--- src/rtl/tbuf_attr_pkg.sv ---
package tbuf_attr_pkg;

    localparam int SH_W    = 2;
    localparam int ATTR_W  = 8;
    localparam int CLASS_W = 6;
    localparam logic [CLASS_W-1:0] TRAP_CLASS = 6'h18;

    localparam logic [1:0] SH_NONE    = 2'b00;
    localparam logic [1:0] SH_RSVD    = 2'b01;
    localparam logic [1:0] SH_OUTER   = 2'b10;
    localparam logic [ATTR_W-1:0] ATTR_NC_BOTH = 8'h44;

    localparam logic [1:0] L3_OWN_SECURE    = 2'b01;
    localparam logic [1:0] L3_OWN_NONSECURE = 2'b11;

    typedef enum logic [1:0] {
        LVL_0 = 2'd0,
        LVL_1 = 2'd1,
        LVL_2 = 2'd2,
        LVL_3 = 2'd3
    } priv_lvl_e;

    // Outcome index; the one-hot result is bit (3 - index)
    typedef enum logic [1:0] {
        OUT_ALLOW   = 2'd0,
        OUT_UNDEF   = 2'd1,
        OUT_TRAP_L2 = 2'd2,
        OUT_TRAP_L3 = 2'd3
    } outcome_e;

    typedef struct packed {
        logic       halted;
        logic       el3_present;
        logic       el2_enabled;
        logic       secure;
        logic       sec_debug_off;
        logic       halt_prio_opt;
        logic       fgt_enable;
        logic       fgt_rd_trap;
        logic       fgt_wr_trap;
        logic [1:0] l2_owner;
        logic [1:0] l3_owner;
    } guard_ctx_t;

    typedef struct packed {
        logic [SH_W-1:0]   share;
        logic [ATTR_W-1:0] attr;
    } attr_reg_t;

    function automatic logic l3_owner_mismatch(input guard_ctx_t c);
        logic [1:0] want;
        want = c.secure ? L3_OWN_SECURE : L3_OWN_NONSECURE;
        return c.el3_present && (c.l3_owner != want);
    endfunction

    function automatic logic share_forced(input logic [ATTR_W-1:0] a);
        return (a[ATTR_W-1:ATTR_W/2] == '0) || (a == ATTR_NC_BOTH);
    endfunction

    function automatic logic [SH_W-1:0] effective_share(input attr_reg_t r);
        return share_forced(r.attr) ? SH_OUTER : r.share;
    endfunction

    function automatic logic encoding_reserved(input attr_reg_t r);
        logic dev_bad;
        dev_bad = (r.attr[ATTR_W-1:ATTR_W/2] == '0) && (r.attr[1:0] != 2'b00);
        return dev_bad || (!share_forced(r.attr) && r.share == SH_RSVD);
    endfunction

endpackage

--- src/rtl/tbuf_access_decider.sv ---
module tbuf_access_decider
    import tbuf_attr_pkg::*;
#(
    parameter int                  CW    = CLASS_W,
    parameter logic [CLASS_W-1:0]  TCLS  = TRAP_CLASS
) (
    input  logic          valid,
    input  logic          write,
    input  priv_lvl_e     level,
    input  guard_ctx_t    ctx,
    output logic [3:0]    res_onehot,
    output logic [CW-1:0] res_class,
    output logic          allow
);
    outcome_e   outcome;
    logic       mism;
    logic       halt_undef;
    logic       fgt_applies;
    logic       fgt_hit;
    logic       l2_own_hit;

    always_comb begin
        mism        = l3_owner_mismatch(ctx);
        halt_undef  = ctx.halted && ctx.el3_present && ctx.sec_debug_off &&
                      ctx.halt_prio_opt && mism;
        fgt_applies = ctx.el2_enabled && (!ctx.el3_present || ctx.fgt_enable);
        fgt_hit     = fgt_applies && (write ? ctx.fgt_wr_trap : ctx.fgt_rd_trap);
        l2_own_hit  = ctx.el2_enabled && !ctx.l2_owner[0];

        outcome = OUT_ALLOW;
        unique case (level)
            LVL_0: outcome = OUT_UNDEF;
            LVL_3: outcome = OUT_ALLOW;
            LVL_1, LVL_2: begin
                if (halt_undef)
                    outcome = OUT_UNDEF;
                else if (level == LVL_1 && fgt_hit)
                    outcome = OUT_TRAP_L2;
                else if (level == LVL_1 && l2_own_hit)
                    outcome = OUT_TRAP_L2;
                else if (mism)
                    outcome = (ctx.halted && ctx.sec_debug_off) ? OUT_UNDEF : OUT_TRAP_L3;
                else
                    outcome = OUT_ALLOW;
            end
            default: outcome = OUT_UNDEF;
        endcase
    end

    always_comb begin
        res_onehot = '0;
        res_class  = '0;
        if (valid) begin
            res_onehot = 4'b1000 >> outcome;
            if (outcome == OUT_TRAP_L2 || outcome == OUT_TRAP_L3)
                res_class = TCLS;
        end
        allow = valid && (outcome == OUT_ALLOW);
    end

endmodule

--- src/rtl/tbuf_attr_store.sv ---
module tbuf_attr_store
    import tbuf_attr_pkg::*;
#(
    parameter bit DROP_WHILE_ENABLED = 1'b1
) (
    input  logic            clk,
    input  logic            rst,
    input  logic            wr_req,
    input  logic            buf_enable,
    input  attr_reg_t       wr_val,
    output attr_reg_t       cur,
    output logic [SH_W-1:0] eff_share,
    output logic            reserved
);
    logic commit;

    generate
        if (DROP_WHILE_ENABLED) begin : g_drop
            assign commit = wr_req && !buf_enable;
        end else begin : g_keep
            assign commit = wr_req;
        end
    endgenerate

    always_ff @(posedge clk) begin
        if (rst)
            cur <= '0;
        else if (commit)
            cur <= wr_val;
    end

    always_comb begin
        eff_share = effective_share(cur);
        reserved  = encoding_reserved(cur);
    end

endmodule

--- src/rtl/tbuf_attr_guard.sv ---
module tbuf_attr_guard
    import tbuf_attr_pkg::*;
#(
    parameter int DATA_W             = 64,
    parameter bit DROP_WHILE_ENABLED = 1'b1
) (
    input  logic              clk,
    input  logic              rst,
    input  logic              req_valid,
    input  logic              req_write,
    input  logic [1:0]        req_level,
    input  logic [DATA_W-1:0] req_wdata,
    input  logic              halted,
    input  logic              el3_present,
    input  logic              el2_enabled,
    input  logic              secure,
    input  logic              sec_debug_off,
    input  logic              halt_prio_opt,
    input  logic              fgt_enable,
    input  logic              fgt_rd_trap,
    input  logic              fgt_wr_trap,
    input  logic [1:0]        l2_owner,
    input  logic [1:0]        l3_owner,
    input  logic              buf_enable,
    output logic [3:0]        res_onehot,
    output logic [CLASS_W-1:0] res_class,
    output logic [DATA_W-1:0] rd_data,
    output logic [SH_W-1:0]   eff_share,
    output logic              attr_reserved
);
    localparam int STORE_W = SH_W + ATTR_W;

    guard_ctx_t ctx;
    attr_reg_t  wr_val;
    attr_reg_t  cur;
    logic       allow;
    logic [STORE_W-1:0] store_q;
    logic       unused_wdata_hi;

    assign ctx = '{halted:        halted,
                   el3_present:   el3_present,
                   el2_enabled:   el2_enabled,
                   secure:        secure,
                   sec_debug_off: sec_debug_off,
                   halt_prio_opt: halt_prio_opt,
                   fgt_enable:    fgt_enable,
                   fgt_rd_trap:   fgt_rd_trap,
                   fgt_wr_trap:   fgt_wr_trap,
                   l2_owner:      l2_owner,
                   l3_owner:      l3_owner};

    assign wr_val          = attr_reg_t'(req_wdata[STORE_W-1:0]);
    assign unused_wdata_hi = ^req_wdata[DATA_W-1:STORE_W];

    tbuf_access_decider u_decide (
        .valid      (req_valid),
        .write      (req_write),
        .level      (priv_lvl_e'(req_level)),
        .ctx        (ctx),
        .res_onehot (res_onehot),
        .res_class  (res_class),
        .allow      (allow)
    );

    tbuf_attr_store #(
        .DROP_WHILE_ENABLED(DROP_WHILE_ENABLED)
    ) u_store (
        .clk        (clk),
        .rst        (rst),
        .wr_req     (allow && req_write),
        .buf_enable (buf_enable),
        .wr_val     (wr_val),
        .cur        (cur),
        .eff_share  (eff_share),
        .reserved   (attr_reserved)
    );

    assign store_q = cur;
    assign rd_data = (allow && !req_write) ? {{(DATA_W-STORE_W){1'b0}}, store_q} : '0;

endmodule

--- config.mk ---
export PLATFORM = sky130hd
export DESIGN_NAME = tbuf_attr_guard
export DESIGN_NICKNAME = d
export VERILOG_FILES = /design/src/rtl/tbuf_attr_pkg.sv /design/src/rtl/tbuf_access_decider.sv /design/src/rtl/tbuf_attr_store.sv /design/src/rtl/tbuf_attr_guard.sv
export SDC_FILE = /design/constraint.sdc
export NUM_CORES = 1
export LEC_CHECK = 0
export BUFFER_PORTS_ARGS = -buffer_cell sky130_fd_sc_hd__buf_2
export CORE_MARGIN = 3
export CORE_UTILIZATION = 29
export CTS_CLUSTER_SIZE = 20
export DETAILED_ROUTE_END_ITERATION = 10
export PLACE_DENSITY = 0.86
export SKIP_CTS_REPAIR_TIMING = 1
export SLEW_MARGIN = 30
export SYNTH_ARGS = -nofsm -noshare
export SYNTH_HDL_FRONTEND = slang
export SYNTH_SLANG_ARGS = --single-unit
--- constraint.sdc ---
create_clock -name clk -period 1.6 [get_ports clk]
set_input_delay 0.16 -clock clk [delete_from_list [all_inputs] [get_ports clk]]
set_output_delay 0.16 -clock clk [all_outputs]
set_load 0.02 [all_outputs]
## Word level (Yosys, flattened, before mapping)

Index checks and enable logic that the tools add are counted.

| storage, ports and cells | value |
|---|---|
| logic and storage cells | 55 |
| output and inout bits | 77 |
| register bits | 10 |

| operators by class | value |
|---|---|
| equal/unequal tests | 8 |
| mux-type cells | 13 |
| shift-type cells | 1 |
| reductions and logical operators | 31 |

Operator list:

| kind | count |
|---|---|
| $logic_and A1 B1 Y1 | 17 |
| $mux W2 | 7 |
| $mux W10 | 1 |
| $eq A2 B2 Y1 const B | 4 |
| $eq A8 B7 Y1 const B | 1 |
| $mux W6 | 1 |
| $pmux W2 S3 | 1 |
| $logic_not A1 Y1 | 5 |
| $mux W5 | 1 |
| $eq A2 B1 Y1 const B | 2 |
| $logic_not A2 Y1 | 2 |
| $logic_not A4 Y1 | 1 |
| $logic_or A1 B1 Y1 | 4 |
| $mux W4 | 1 |
| $shr A4 B2 Y4 const A | 1 |
| $ne A2 B2 Y1 | 1 |
| $reduce_bool A2 Y1 | 1 |
| $reduce_or A2 Y1 | 1 |
| $mux W1 | 1 |

## Depth between registers and ports, before layout

Gate-level depths: netlist of the first run.

| logic depth | value |
|---|---|
| depth in word-level cells | 12 |
| depth in mapped cells | 8 |
| depth with buffers taken out | 7 |

## Modules after synthesis

A second synthesis of the first run with hierarchy kept.

| second synthesis, totals | value |
|---|---|
| cells, all modules | 159 |
| area total of the unflattened synthesis | 1188.6 µm² |

By module, submodules not included:

| module | area an instance (µm²) | cells each | times used |
|---|---|---|---|
| tbuf_attr_guard | 521.8 | 68 | 1 |
| tbuf_attr_store | 405.4 | 54 | 1 |
| tbuf_access_decider | 261.5 | 37 | 1 |

## Worst setup path after synthesis of the first run

Ideal clock, no wire load.

| path | value |
|---|---|
| path kind | input to output |
| start | in req_write |
| end | out rd_data[0] |
| path buffers | 0 |
| slack | -0.188 ns |
| data required time | 1.440 ns |
| arrival time | 1.628 ns |
| stages on the path | 5 |
| cells stage by stage | mux2i_1 -> a211oi_1 -> a22o_1 -> a2111oi_4 -> and2_1 |

| between the ends | value |
|---|---|
| cells in the longest elaborated chain, start to end | 10 |
| elaborated cells between the ends (all ways) | 11 |
| classes of those cells | mux: 5; reduce/logical: 6 |

RTL lines:

| what | line | source |
|---|---|---|
| start: declaration | tbuf_attr_guard.sv:10 | `input logic req_write,` |
| $mux W1 | tbuf_access_decider.sv:27 | `fgt_hit = fgt_applies && (write ? ctx.fgt_wr_trap : ctx.fgt_rd_trap);` |
| $logic_and A1 B1 Y1 | tbuf_access_decider.sv:27 |  |
| $logic_and A1 B1 Y1 | tbuf_access_decider.sv:37 | `else if (level == LVL_1 && fgt_hit)` |
| $mux W2 | tbuf_access_decider.sv:37 |  |
| $mux W2 | tbuf_access_decider.sv:35 | `if (halt_undef)` |
| $pmux W2 S3 | tbuf_access_decider.sv:31 | `unique case (level)` |
| $logic_not A2 Y1 | tbuf_access_decider.sv:58 | `allow = valid && (outcome == OUT_ALLOW);` |
| $logic_and A1 B1 Y1 | tbuf_access_decider.sv:58 |  |
| $logic_and A1 B1 Y1 (*) | tbuf_attr_guard.sv:79 | `assign rd_data = (allow && !req_write) ? {{(DATA_W-STORE_W){1'b0}}, store_q} : '0;` |
| $mux W10 (*) | tbuf_attr_guard.sv:79 |  |
| end: declaration | tbuf_attr_guard.sv:27 | `output logic [DATA_W-1:0] rd_data,` |

Every way passes the cells marked *; elsewhere a longest branch is shown, timed or not.

## Worst setup path in the final report of the first run

| path | value |
|---|---|
| start | in l3_owner[1] |
| end | out rd_data[2] |

| between the ends | value |
|---|---|
| cells in the longest elaborated chain, start to end | 11 |
| elaborated cells between the ends (all ways) | 12 |
| classes of those cells | eq/ne: 1; mux: 6; reduce/logical: 5 |

RTL lines:

| what | line | source |
|---|---|---|
| start: declaration | tbuf_attr_guard.sv:23 | `input logic [1:0] l3_owner,` |
| $ne A2 B2 Y1 (*) | tbuf_attr_pkg.sv:53 | `return c.el3_present && (c.l3_owner != want);` |
| $logic_and A1 B1 Y1 (*) | tbuf_attr_pkg.sv:53 |  |
| $mux W2 | tbuf_access_decider.sv:41 | `else if (mism)` |
| $mux W2 | tbuf_access_decider.sv:39 | `else if (level == LVL_1 && l2_own_hit)` |
| $mux W2 | tbuf_access_decider.sv:37 |  |
| $mux W2 (*) | tbuf_access_decider.sv:35 |  |
| $pmux W2 S3 (*) | tbuf_access_decider.sv:31 |  |
| $logic_not A2 Y1 (*) | tbuf_access_decider.sv:58 |  |
| $logic_and A1 B1 Y1 (*) | tbuf_access_decider.sv:58 |  |
| $logic_and A1 B1 Y1 (*) | tbuf_attr_guard.sv:79 |  |
| $mux W10 (*) | tbuf_attr_guard.sv:79 |  |

Marks and branches as above.

==> results of run 1 <==
synthesized netlist by cell type:
cell type                   instances
sky130_fd_sc_hd__ha_1               3
sky130_fd_sc_hd__nand3_1            1
sky130_fd_sc_hd__clkbuf_1           2
sky130_fd_sc_hd__o32ai_1            1
sky130_fd_sc_hd__nor2_1             2
sky130_fd_sc_hd__and2_1            10
sky130_fd_sc_hd__and3_1             2
sky130_fd_sc_hd__a211oi_1           2
sky130_fd_sc_hd__nand2_1            3
sky130_fd_sc_hd__inv_1              6
sky130_fd_sc_hd__or2b_1             1
sky130_fd_sc_hd__xnor2_1            1
sky130_fd_sc_hd__buf_4             59
sky130_fd_sc_hd__nor2b_1            2
sky130_fd_sc_hd__o22ai_2            1
sky130_fd_sc_hd__a21oi_1            1
sky130_fd_sc_hd__a2111oi_4          3
sky130_fd_sc_hd__a22o_1             1
sky130_fd_sc_hd__nand3b_1           1
sky130_fd_sc_hd__nand2b_1          21
sky130_fd_sc_hd__or3_1              1
sky130_fd_sc_hd__conb_1             1
sky130_fd_sc_hd__o21a_1             1
sky130_fd_sc_hd__or2_2              1
sky130_fd_sc_hd__buf_6              1
sky130_fd_sc_hd__dfxtp_1           10
sky130_fd_sc_hd__and3b_1            1
sky130_fd_sc_hd__mux2i_1           11
sky130_fd_sc_hd__o211ai_1           2
stage by stage:
step                cells  area, µm²  utilization
floorplan             209       1550            -
global placement      253       1460        0.355
finish                261       1760        0.428
detailed placement    253       1460        0.355
global route          261       1760        0.428
CTS                   257       1520        0.369
layout by cell type, fill, tap and decap left out, drive strengths merged, types with 2 or more instances in the layout:
master	count
and2	10
dfxtp	10
nor2b	2
a2111oi	3
clkbuf	4
ha	3
nand2b	21
a211oi	2
o211ai	2
and3	2
mux2i	11
inv	6
buf	60
conb	58
nor2	2
nand2	3
layout make-up:
cell class                      count  share of cell area
Multi-Input combinational cell    131               0.542
Sequential cell                    10               0.114
Tap cell                           50              0.0355
Inverter                            6              0.0142
Clock buffer                        4              0.0313
Timing Repair Buffer               60               0.263
report_power, final:
part,internal [mW],switching (mW),leakage [nW],total (mW)
Clock,0.216,0.0998,0.0288,0.316
Combinational,0.159,0.262,0.750,0.421
Sequential,0.256,0.00558,0.0809,0.262
worst max-delay path, delay by kind of cell:
family,cells,cell delay [ps]
xor+xnor,1,140
buf+inv,3,430
compound gates,3,880
simple gates,1,150
cells by family (layout without fill, tap and decap cells):
group,Yosys count,in the layout,share of synthesized area
AND/OR/NAND/NOR,46,46,0.218
adder cells (fa/ha/maj),3,3,0.0294
buffers and inverters,68,70,0.379
AO/OA/AOI/OAI,12,12,0.121
XOR/XNOR,1,1,0.00685
flip-flops,10,10,0.157
multiplexers,11,11,0.0861
other,1,58,0.00293
worst paths after layout:
| path | slack (ps) | end | start |
|---|---|---|---|
| setup / recovery | -320 | rd_data[2] | l3_owner[1] |
| hold reg to reg | 490 | u_store.cur[0]$_SDFFE_PP0P_ | u_store.cur[0]$_SDFFE_PP0P_ |
| hold / removal | 180 | u_store.cur[4]$_SDFFE_PP0P_ | req_wdata[4] |
| setup reg to reg | 970 | u_store.cur[6]$_SDFFE_PP0P_ | u_store.cur[6]$_SDFFE_PP0P_ |
routing by layer:
metal / vias up / share of wire
li1: 492 / -
met1: 458 / 0.38
met2: 57 / 0.53
met3: 4 / 0.087
met4: 0 / 0.0084
met5: - / 0
==> load_flow_metrics.sql, run 1 <==
INSERT INTO impl_metrics (metric_group, metric, value, unit) VALUES
('floorplanning', 'initial_core_util', '0.311', ''),
('sta', 'final.period_utilization', '1.20', ''),
('layout', 'nFillCells', '415', ''),
('placement', 'place.port_buffers', '47', ''),
('drt', 'drtIter0Drc', '27', ''),
('layout', 'area_delta_synth_final', '37.7', '%'),
('floorplanning', 'io-pin-count', '161', ''),
('sta', 'clock_skew', '0', 'ps'),
('floorplanning', 'floorplan.rows', '23', ''),
('global_routing', 'grt.overflow.total', '0', ''),
('critical_path', 'critical_path_arrival', '1760', 'ps'),
('critical_path', 'timing.critical_path.slowest_cell_delay', '410', 'ps'),
('placement', 'place.gp.congestion', '0.803', ''),
('placement', 'hpwlAfterDp', '2.18', 'mm'),
('sta', 'rsz0062_at_grt', 'true', ''),
('floorplanning', 'die_area', '0.00524', 'mm²'),
('power_and_ir_drop', 'cellLeakagePower', '0.860', 'nW'),
('layout', 'regMostFlops', 'u_store.cur', ''),
('drt', 'finalWirelength', '2.87', 'mm'),
('floorplanning', 'fp.coreArea', '0.00412', 'mm²'),
('global_routing', 'largest_net_degree_at_the_start_of_global_routing', '21', ''),
('floorplanning', 'width_of_the_chip', '72.4', 'µm'),
('drt', 'postRouteAntennaNets', '0', ''),
('synth', 'synth_warnings', '0', ''),
('synth', 'avgSynthCellArea', '8.41', 'µm²'),
('min_path', 'timing.hold.worst_path_depth', '3', ''),
('clock_tree', 'clock_sink_count', '10', ''),
('clock_tree', 'clock_tree.buffer_depth', '2', ''),
('synth', 'ys_ff_latch', '10', ''),
('layout', 'antenna_cells_inserted', '0', ''),
('layout', 'largest_register_ff_count', '10', ''),
('synth', 'synth_largest_type_area_fraction', '0.346', ''),
('layout', 'drive_above_1_share', '0.445', ''),
('sta', 'tns', '-4120', 'ps'),
('placement', 'post-place-ws', '-354', 'ps'),
('clock_tree', 'cts_inserted_buffers', '3', ''),
('global_routing', 'grt_use_total', '0.0849', ''),
('run', 'cap_viol_max_count', '0', ''),
('drt', 'drc', '0', ''),
('critical_path', 'reg2reg_depth', '2', ''),
('critical_path', 'required_time_of_the_critical_path', '1440', 'ps'),
('synth', 'synth_cell_types', '29', ''),
('global_routing', 'grt_antenna_before_repair', '0', ''),
('global_routing', 'grt_first_pass_wirelength', '3.54', 'mm'),
('global_routing', 'via_count_of_the_first_global_routing_pass', '811', ''),
('layout', 'largestRegisters', 'u_store.cur: 10 flops', ''),
('power_and_ir_drop', 'design_power_total', '0.999', 'mW'),
('status', 'run_status', 'finished with violations', ''),
('critical_path', 'cp_slowest_cell', 'sky130_fd_sc_hd__a2111oi_4', ''),
('drt', 'drt_pass1_iterations', '4', ''),
('drt', 'vias_per_cell', '3.87', ''),
('critical_path', 'crit_type', 'input pin to primary output', ''),
('global_routing', 'global_route.usage.met2', '0.142', ''),
('power_and_ir_drop', 'power_density', '567', 'mW/mm²'),
('clock_tree', 'clock_insertion_delay_worst_skew', '230', 'ps'),
('critical_path', 'critPathCaptureType', 'primary output', ''),
('critical_path', 'path_cells', 'buf_8 > xnor2_4 > o21a_1 > a22o_4 > a2111oi_4 > buf_4 > and2_4 > buf_6', ''),
('layout', 'seq_area', '200', 'µm²'),
('critical_path', 'critical_path.startpoint_type', 'input pin', ''),
('layout', 'fin_nets', '299', ''),
('critical_path', 'cp_max_fanout', '5', ''),
('sta', 'slew_viol_final', '0', ''),
('sta', 'setup_violations', '26', ''),
('sta', 'postLayoutSetupSlackWorst', '-324', 'ps'),
('power_and_ir_drop', 'irDropWorstVdd', '0.000484', 'V'),
('sta', 'hold_slack', '181', 'ps'),
('sta', 'max_clock_freq', '520', 'MHz'),
('global_routing', 'busiest_layer', 'met2', ''),
('status', 'violations', 'negative setup slack', ''),
('synth', 'yosysSeqAreaShare', '0.157', ''),
('drt', 'route.vias.total', '1011', '');
(Power assumes the default switching activity.)
==> run 2: changes to the inputs <==
Settings changed: CORE_UTILIZATION 29 to 28, CTS_CLUSTER_SIZE 20 to default, SYNTH_HIERARCHICAL from default to 1.
==> load_flow_metrics.sql, run 2 <==
INSERT INTO impl_metrics (metric_group, metric, value, unit) VALUES
('floorplanning', 'initial_core_util', '0.293', ''),
('clock_tree', 'clkSlewWorstSetupHoldPaths', '50', 'ps'),
('status', 'run_status', 'finished with violations', ''),
('floorplanning', 'die-height', '71.2', 'µm'),
('critical_path', 'required_time_of_the_critical_path', '1440', 'ps'),
('drt', 'wl_met1', '1.20', 'mm'),
('drt', 'postRouteAntennaNets', '0', ''),
('drt', 'finalWirelength', '3.19', 'mm'),
('critical_path', 'cp_slowest_cell', 'sky130_fd_sc_hd__a211oi_2', ''),
('synth', 'fraction_of_the_mapped_netlist_area_in_simple_logic_gates', '0.231', ''),
('synth', 'ys_ff_latch', '10', ''),
('min_path', 'launch_point_of_the_worst_hold_path', 'req_wdata[6]', ''),
('sta', 'hold_slack', '152', 'ps'),
('clock_tree', 'tritoncts_clock_tree', 'built', ''),
('drt', 'vias_per_cell', '4.02', ''),
('power_and_ir_drop', 'irDropWorstVdd', '0.000301', 'V'),
('sta', 'tns', '-3700', 'ps'),
('critical_path', 'worst_setup_path_startpoint', 'secure', ''),
('synth', 'synth-adder-area-share', '0.0316', ''),
('synth', 'synth_compound_gate_area_share', '0.126', ''),
('critical_path', 'crit_type', 'input pin to primary output', ''),
('synth', 'synth_enable_flop_cells', '0', ''),
('layout', 'regMostFlops', 'u_store/cur', ''),
('power_and_ir_drop', 'power_density', '576', 'mW/mm²'),
('layout', 'fin_nets', '302', ''),
('global_routing', 'grt_use_total', '0.0989', ''),
('floorplanning', 'width_of_the_chip', '71.2', 'µm'),
('layout', 'final_cell_count_no_fill', '264', ''),
('sta', 'final.period_utilization', '1.17', ''),
('critical_path', 'critical_path.startpoint_type', 'input pin', ''),
('critical_path', 'cp_max_fanout', '5', ''),
('critical_path', 'timing.critical_path.slowest_cell_delay', '330', 'ps'),
('status', 'violations', 'negative setup slack', ''),
('clock_tree', 'cts_inserted_buffers', '3', ''),
('critical_path', 'cell_repeated_most_along_the_worst_path', 'sky130_fd_sc_hd__buf_2', ''),
('power_and_ir_drop', 'cellLeakagePower', '0.857', 'nW'),
('layout', 'area_delta_synth_final', '44.8', '%'),
('critical_path', 'critical_path_buf_inv_count', '3', ''),
('power_and_ir_drop', 'design_power_total', '0.991', 'mW'),
('min_path', 'timing.hold.worst.class', 'input pin to register', ''),
('clock_tree', 'clock_tree.buffer_depth', '2', ''),
('sta', 'postLayoutSetupSlackWorst', '-264', 'ps'),
('synth', 'synth.area.mux_share', '0.00842', ''),
('floorplanning', 'io-pin-count', '161', ''),
('synth', 'yosys-top-cells-count', '60 x sky130_fd_sc_hd__buf_4, 24 x sky130_fd_sc_hd__nand2_1, 12 x sky130_fd_sc_hd__a21oi_1, 10 x sky130_fd_sc_hd__dfxtp_1, 9 x sky130_fd_sc_hd__and3b_1', ''),
('synth', 'yosysSeqAreaShare', '0.168', ''),
('sta', 'finalHoldViolCount', '0', ''),
('layout', 'drive_above_1_share', '0.556', ''),
('synth', 'synth_cell_types', '35', ''),
('placement', 'place.gp.congestion', '0.795', ''),
('global_routing', 'grt_first_pass_wirelength', '3.84', 'mm'),
('clock_tree', 'clock_insertion_delay_worst_skew', '240', 'ps'),
('global_routing', 'via_count_of_the_first_global_routing_pass', '829', ''),
('sta', 'max_clock_freq', '536', 'MHz'),
('run', 'cap_viol_max_count', '0', ''),
('synth', 'cell_type_with_the_highest_aggregate_area_in_the_netlist', 'sky130_fd_sc_hd__buf_4', ''),
('floorplanning', 'fp.coreArea', '0.00406', 'mm²'),
('synth', 'syn_inst', '159', ''),
('drt', 'drt_pass1_iterations', '5', ''),
('sta', 'post-route-min-period', '1860', 'ps'),
('floorplanning', 'die_area', '0.00506', 'mm²'),
('layout', 'largest_register_ff_count', '10', ''),
('layout', 'antenna_cells_inserted', '0', ''),
('placement', 'hpwlAfterDp', '2.43', 'mm'),
('drt', 'drtIter0Drc', '17', ''),
('critical_path', 'path_cells', 'buf_2 > xor2_1 > a21oi_1 > o2bb2ai_1 > a211oi_2 > buf_2 > and3b_2 > buf_6', ''),
('global_routing', 'largest_net_degree_at_the_start_of_global_routing', '12', ''),
('synth', 'synth-async-reset-ratio', '0', ''),
('drt', 'maxUsedRoutingLayer', 'met4', ''),
('drt', 'dr_wl_met3', '206', 'µm'),
('placement', 'place.port_buffers', '47', ''),
('layout', 'final_common_cell', 'sky130_fd_sc_hd__conb_1', ''),
('sta', 'slew_viol_final', '0', ''),
('placement', 'dp_cells', '259', ''),
('synth', 'synth_largest_type_area_fraction', '0.379', ''),
('sta', 'clock_skew', '0', 'ps'),
('synth', 'avgSynthCellArea', '7.48', 'µm²'),
('clock_tree', 'ctsRootBufferMaster', 'sky130_fd_sc_hd__clkbuf_8', ''),
('critical_path', 'critPathCaptureType', 'primary output', ''),
('sta', 'rsz0062_at_grt', 'true', ''),
('global_routing', 'grt_antenna_before_repair', '0', ''),
('floorplanning', 'floorplan.rows', '23', ''),
('synth', 'synth_warnings', '6', ''),
('critical_path', 'critical_path_arrival', '1700', 'ps'),
('synth', 'mappedNetlistArea', '0.00119', 'mm²'),
('drt', 'route.detailed.wl_per_inst', '12.1', 'µm'),
('layout', 'largestRegisters', 'u_store/cur: 10 flops', ''),
('layout', 'final_cell_mix', '58 x sky130_fd_sc_hd__conb_1, 28 x sky130_fd_sc_hd__buf_2, 19 x sky130_fd_sc_hd__buf_6', ''),
('critical_path', 'cp_top_family', 'compound AO/OA/AOI/OAI gates', ''),
('drt', 'met2RoutedLength', '1.70', 'mm'),
('global_routing', 'grt.overflow.total', '0', ''),
('placement', 'placed_area', '0.00137', 'mm²'),
('synth', 'ys.flop_type', 'sky130_fd_sc_hd__dfxtp_1', ''),
('drt', 'drc', '0', ''),
('synth', 'synthMostInstantiatedCell', 'sky130_fd_sc_hd__buf_4', ''),
('layout', 'postLayoutCellArea', '0.00172', 'mm²'),
('clock_tree', 'clock_sink_count', '10', ''),
('sta', 'setup_violations', '26', ''),
('synth', 'post_synth_xor_area_fraction', '0.00737', ''),
('critical_path', 'worst_r2r_startpoint', 'u_store/cur[6]$_SDFFE_PP0P_', ''),
('synth', 'ys_top_cells_by_area', 'sky130_fd_sc_hd__buf_4 38%, sky130_fd_sc_hd__dfxtp_1 17%, sky130_fd_sc_hd__nand2_1 7.6%', ''),
('drt', 'route.vias.total', '1061', ''),
('synth', 'synth_top_family_by_area', 'buffers and inverters', ''),
('clock_tree', 'cts-htree-levels', '1', ''),
('layout', 'nFillCells', '400', '');
==> run 2: changes by cell type after synthesis, moves of 3 or more <==
cell	delta
sky130_fd_sc_hd__a2111oi_4	-3
sky130_fd_sc_hd__nand2b_1	-20
sky130_fd_sc_hd__a21oi_1	+11
sky130_fd_sc_hd__and3b_1	+8
sky130_fd_sc_hd__mux2i_1	-10
sky130_fd_sc_hd__and2_1	-10
sky130_fd_sc_hd__nand2_1	+21
==> run 2: tightest hold or removal path: cells and delay by family <==
family | cells | cell delay (ps)
buffers and inverters | 1 | 100
AOI/OAI and AO/OA | 1 | 40
and+or+nand+nor | 1 | 50
==> run 2: layout make-up <==
cell class | count | area [µm²] | share of cell area
clock buffer | 4 | 55.1 | 0.0320
inverter | 6 | 30.0 | 0.0174
multi-input combinational | 134 | 903 | 0.525
sequential | 10 | 204 | 0.118
tap | 50 | 62.6 | 0.0363
timing repair buffer | 60 | 467 | 0.271
==> run 2: per-stage QoR <==
stage          utilization  setup slack [ps]
3_5_place_dp         0.338              -333
2_1_floorplan            -              -259
4_1_cts              0.352              -273
6_report             0.424              -264
3_3_place_gp         0.338              -271
5_1_grt              0.424              -331
==> run 2: path summary, 6_finish.rpt <==
path / endpoint / cells after the start / slack (ps)
max: rd_data[0] / 8 / -260
max reg2reg: u_store/cur[6]$_SDFFE_PP0P_ / 2 / 920
min reg2reg: u_store/cur[4]$_SDFFE_PP0P_ / 2 / 460
min: u_store/cur[6]$_SDFFE_PP0P_ / 3 / 150
==> run 2: cell families (layout without fill, tap and decap cells) <==
kind of cell | Yosys count | count (layout)
compound gates | 22 | 22
xor+xnor | 1 | 1
fa+ha+maj | 3 | 3
buf+inv | 71 | 70
flops | 10 | 10
mux | 1 | 1
other cells | 2 | 58
simple gates | 49 | 49
==> run 2: routing by layer <==
metal,up-vias,global-route usage
met2,59,0.174
met3,7,0.0227
li1,513,-
met5,-,0
met1,482,0.115
met4,0,0.0376
==> run 2: power breakdown <==
| group | internal (mW) | leakage (nW) | total [mW] | switching [mW] |
|---|---|---|---|---|
| registers | 0.256 | 0.0824 | 0.262 | 0.00545 |
| logic | 0.142 | 0.745 | 0.405 | 0.263 |
| clock network | 0.217 | 0.0288 | 0.324 | 0.107 |
==> run 3: changes to the inputs <==
Settings changed: ABC_AREA from default to 1, CORE_UTILIZATION 28 to 30, PLACE_DENSITY 0.86 to 0.85.
==> load_flow_metrics.sql, run 3 <==
INSERT INTO impl_metrics (metric_group, metric, value, unit) VALUES
('status', 'run_status', 'finished with violations', ''),
('status', 'violations', 'negative setup slack', ''),
('layout', 'area_delta_synth_final', '31.4', '%'),
('critical_path', 'critical_path_buf_inv_count', '5', ''),
('power_and_ir_drop', 'cellLeakagePower', '0.896', 'nW'),
('placement', 'place.port_buffers', '47', ''),
('drt', 'vias_per_cell', '3.86', ''),
('critical_path', 'cp_slowest_cell', 'sky130_fd_sc_hd__ha_4', ''),
('layout', 'postLayoutCellArea', '0.00172', 'mm²'),
('drt', 'drc', '0', ''),
('layout', 'largest_register_ff_count', '10', ''),
('sta', 'setup_violations', '10', ''),
('global_routing', 'grt.overflow.total', '0', ''),
('clock_tree', 'ctsRootBufferMaster', 'sky130_fd_sc_hd__clkbuf_8', ''),
('layout', 'antenna_cells_inserted', '0', ''),
('clock_tree', 'clock_insertion_delay_worst_skew', '230', 'ps'),
('critical_path', 'path_cells', 'buf_8 > inv_6 > ha_4 > nand2_4 > inv_2 > nand2_1 > nor2_1 > nor2_1 > nand2_1 > nand2_1 > nand2_2 > nor2_4 > buf_6 > nand2_8 > nor2_4 > buf_6', ''),
('synth', 'synth_warnings', '6', ''),
('floorplanning', 'die-height', '72.1', 'µm'),
('global_routing', 'grt_first_pass_wirelength', '3.70', 'mm'),
('sta', 'max_clock_freq', '569', 'MHz'),
('drt', 'drtIter0Drc', '46', ''),
('drt', 'drt_pass1_iterations', '4', ''),
('power_and_ir_drop', 'irDropWorstVdd', '0.000252', 'V'),
('global_routing', 'grt_use_total', '0.0879', ''),
('synth', 'synth_cell_types', '20', ''),
('critical_path', 'required_time_of_the_critical_path', '1440', 'ps'),
('layout', 'fin_nets', '345', ''),
('synth', 'ys_top_cells_by_area', 'sky130_fd_sc_hd__buf_4 34%, sky130_fd_sc_hd__dfxtp_1 15%, sky130_fd_sc_hd__inv_1 11%', ''),
('min_path', 'holdPathEnd', 'u_store/cur[2]$_SDFFE_PP0P_', ''),
('layout', 'regMostFlops', 'u_store/cur', ''),
('critical_path', 'reg2reg_depth', '2', ''),
('layout', 'layout.core_utilization', '0.419', ''),
('drt', 'finalWirelength', '2.92', 'mm'),
('critical_path', 'setup.reg_to_reg.worst_slack', '890', 'ps'),
('sta', 'slew_viol_final', '0', ''),
('critical_path', 'cp_top_family', 'simple AND/OR/NAND/NOR gates', ''),
('sta', 'post-route-min-period', '1760', 'ps'),
('critical_path', 'cell_repeated_most_along_the_worst_path', 'sky130_fd_sc_hd__nand2_1', ''),
('synth', 'synth-async-reset-ratio', '0', ''),
('clock_tree', 'clock_tree.buffer_depth', '2', ''),
('clock_tree', 'clock_sink_count', '10', ''),
('clock_tree', 'tritoncts_clock_tree', 'built', ''),
('floorplanning', 'die_area', '0.00520', 'mm²'),
('drt', 'postRouteAntennaNets', '0', ''),
('synth', 'synthMostInstantiatedCell', 'sky130_fd_sc_hd__buf_4', ''),
('layout', 'final_cell_mix', '58 x sky130_fd_sc_hd__conb_1, 34 x sky130_fd_sc_hd__buf_2, 32 x sky130_fd_sc_hd__inv_1', ''),
('critical_path', 'critical_path.startpoint_type', 'input pin', ''),
('global_routing', 'largest_net_degree_at_the_start_of_global_routing', '20', ''),
('synth', 'yosys-top-cells-count', '60 x sky130_fd_sc_hd__buf_4, 37 x sky130_fd_sc_hd__inv_1, 33 x sky130_fd_sc_hd__nor2_1, 29 x sky130_fd_sc_hd__nand2_1, 10 x sky130_fd_sc_hd__dfxtp_1', ''),
('synth', 'ys_ff_latch', '10', ''),
('critical_path', 'crit_type', 'input pin to primary output', ''),
('synth', 'synth_enable_flop_cells', '0', ''),
('synth', 'mappedNetlistArea', '0.00131', 'mm²'),
('synth', 'syn_inst', '202', ''),
('synth', 'yosysSeqAreaShare', '0.153', ''),
('min_path', 'timing.hold.worst_path_depth', '3', ''),
('sta', 'rsz0062_at_grt', 'true', ''),
('critical_path', 'rr_endpoint', 'u_store/cur[7]$_SDFFE_PP0P_', ''),
('synth', 'cell_type_with_the_highest_aggregate_area_in_the_netlist', 'sky130_fd_sc_hd__buf_4', ''),
('drt', 'route.detailed.wl_per_inst', '9.50', 'µm'),
('floorplanning', 'floorplan.rows', '23', ''),
('critical_path', 'worst_r2r_startpoint', 'u_store/cur[7]$_SDFFE_PP0P_', ''),
('global_routing', 'via_count_of_the_first_global_routing_pass', '933', ''),
('critical_path', 'critical_path_arrival', '1600', 'ps'),
('run', 'cap_viol_max_count', '0', ''),
('clock_tree', 'clkSlewWorstSetupHoldPaths', '50', 'ps'),
('floorplanning', 'fp.coreArea', '0.00412', 'mm²'),
('floorplanning', 'initial_core_util', '0.319', ''),
('clock_tree', 'cts_inserted_buffers', '3', ''),
('power_and_ir_drop', 'power_density', '582', 'mW/mm²'),
('layout', 'final_common_cell', 'sky130_fd_sc_hd__conb_1', ''),
('sta', 'hold_slack', '181', 'ps'),
('synth', 'ys.flop_type', 'sky130_fd_sc_hd__dfxtp_1', ''),
('critical_path', 'critPathCaptureType', 'primary output', ''),
('min_path', 'launch_point_of_the_worst_hold_path', 'req_wdata[2]', ''),
('clock_tree', 'cts-htree-levels', '1', ''),
('placement', 'place.gp.congestion', '0.735', ''),
('placement', 'hpwlAfterDp', '2.22', 'mm'),
('sta', 'tns', '-1340', 'ps'),
('min_path', 'timing.hold.worst.class', 'input pin to register', ''),
('critical_path', 'timing.critical_path.slowest_cell_delay', '160', 'ps'),
('floorplanning', 'io-pin-count', '161', ''),
('layout', 'largestRegisters', 'u_store/cur: 10 flops', ''),
('synth', 'synth_largest_type_area_fraction', '0.343', ''),
('sta', 'finalHoldViolCount', '0', ''),
('placement', 'placed_area', '0.00141', 'mm²'),
('critical_path', 'cp_max_fanout', '5', ''),
('layout', 'drive_above_1_share', '0.405', ''),
('sta', 'clock_skew', '0', 'ps'),
('sta', 'final.period_utilization', '1.10', ''),
('synth', 'avgSynthCellArea', '6.50', 'µm²'),
('sta', 'postLayoutSetupSlackWorst', '-157', 'ps'),
('floorplanning', 'width_of_the_chip', '72.1', 'µm'),
('global_routing', 'grt_antenna_before_repair', '0', ''),
('placement', 'post-place-ws', '-288', 'ps'),
('drt', 'route.vias.total', '1184', '');
-- run 3: cell types whose count changed in the layout (fill, tap and decap cells not counted), sizes merged, moves of 2 or more --
cell	previous run	this run
a21oi	13	4
and3b	11	0
nor2	4	33
a211o	2	0
nand2	24	34
or3	2	0
inv	6	38
a211oi	1	8
buf	60	56
nand3	0	6
-- run 3: cell type report --
class | instances | area, µm²
Inverter | 38 | 150
Timing Repair Buffer | 56 | 384
Sequential cell | 10 | 200
Clock buffer | 4 | 55.1
Fill cell | 420 | 2390
Multi-Input combinational cell | 149 | 872
Tap cell | 50 | 62.6
-- run 3: how the worst max path moves through the flow --
stage                 start                          end  slack, ps  depth (start not counted)
6_report       req_level[1]                   rd_data[0]       -160                         16
3_3_place_gp   req_level[1]                   rd_data[0]       -250                         15
5_1_grt        req_level[1]                   rd_data[0]       -290                         16
2_1_floorplan  req_level[1]  u_store/cur[0]$_SDFFE_PP0P_         20                         16
3_5_place_dp   req_level[1]                   rd_data[0]       -290                         15
4_1_cts        req_level[1]                   rd_data[0]       -300                         15
-- run 3: stage by stage --
stage	cells	total power, mW
after global routing	307	1.05
after CTS	305	0.945
after global placement	301	0.616
after detailed placement	301	0.622
final	307	1.00
after floorplan	258	0.641
-- run 3: kinds of logic after synthesis --
family,share of synthesized area
AND/OR/NAND/NOR,0.241
other,0.00572
flip-flops,0.153
adder cells (fa/ha/maj),0.0286
buffers and inverters,0.471
AO/OA/AOI/OAI,0.101
-- run 3: worst reg2reg max path, delay by kind of cell (launching register included) --
family | cells | cell delay (ps)
DFF | 1 | 330
AOI/OAI and AO/OA | 1 | 230
buffers and inverters | 1 | 70
-- run 3: per-layer routing --
layer	GRT usage	vias to the layer above	share of wire
met2	0.161	69	0.54
met4	0.0376	0	0.020
met1	0.0972	517	0.33
li1	-	591	-
met3	0.0180	7	0.11
met5	0	-	0
-- run 3: power by group --
group          internal [mW]  total (mW)  switching, mW  leakage [nW]
logic                  0.124       0.417          0.293         0.786
clock network          0.217       0.319          0.103        0.0288
registers              0.260       0.266        0.00608        0.0812
total                  0.601        1.00          0.402         0.896
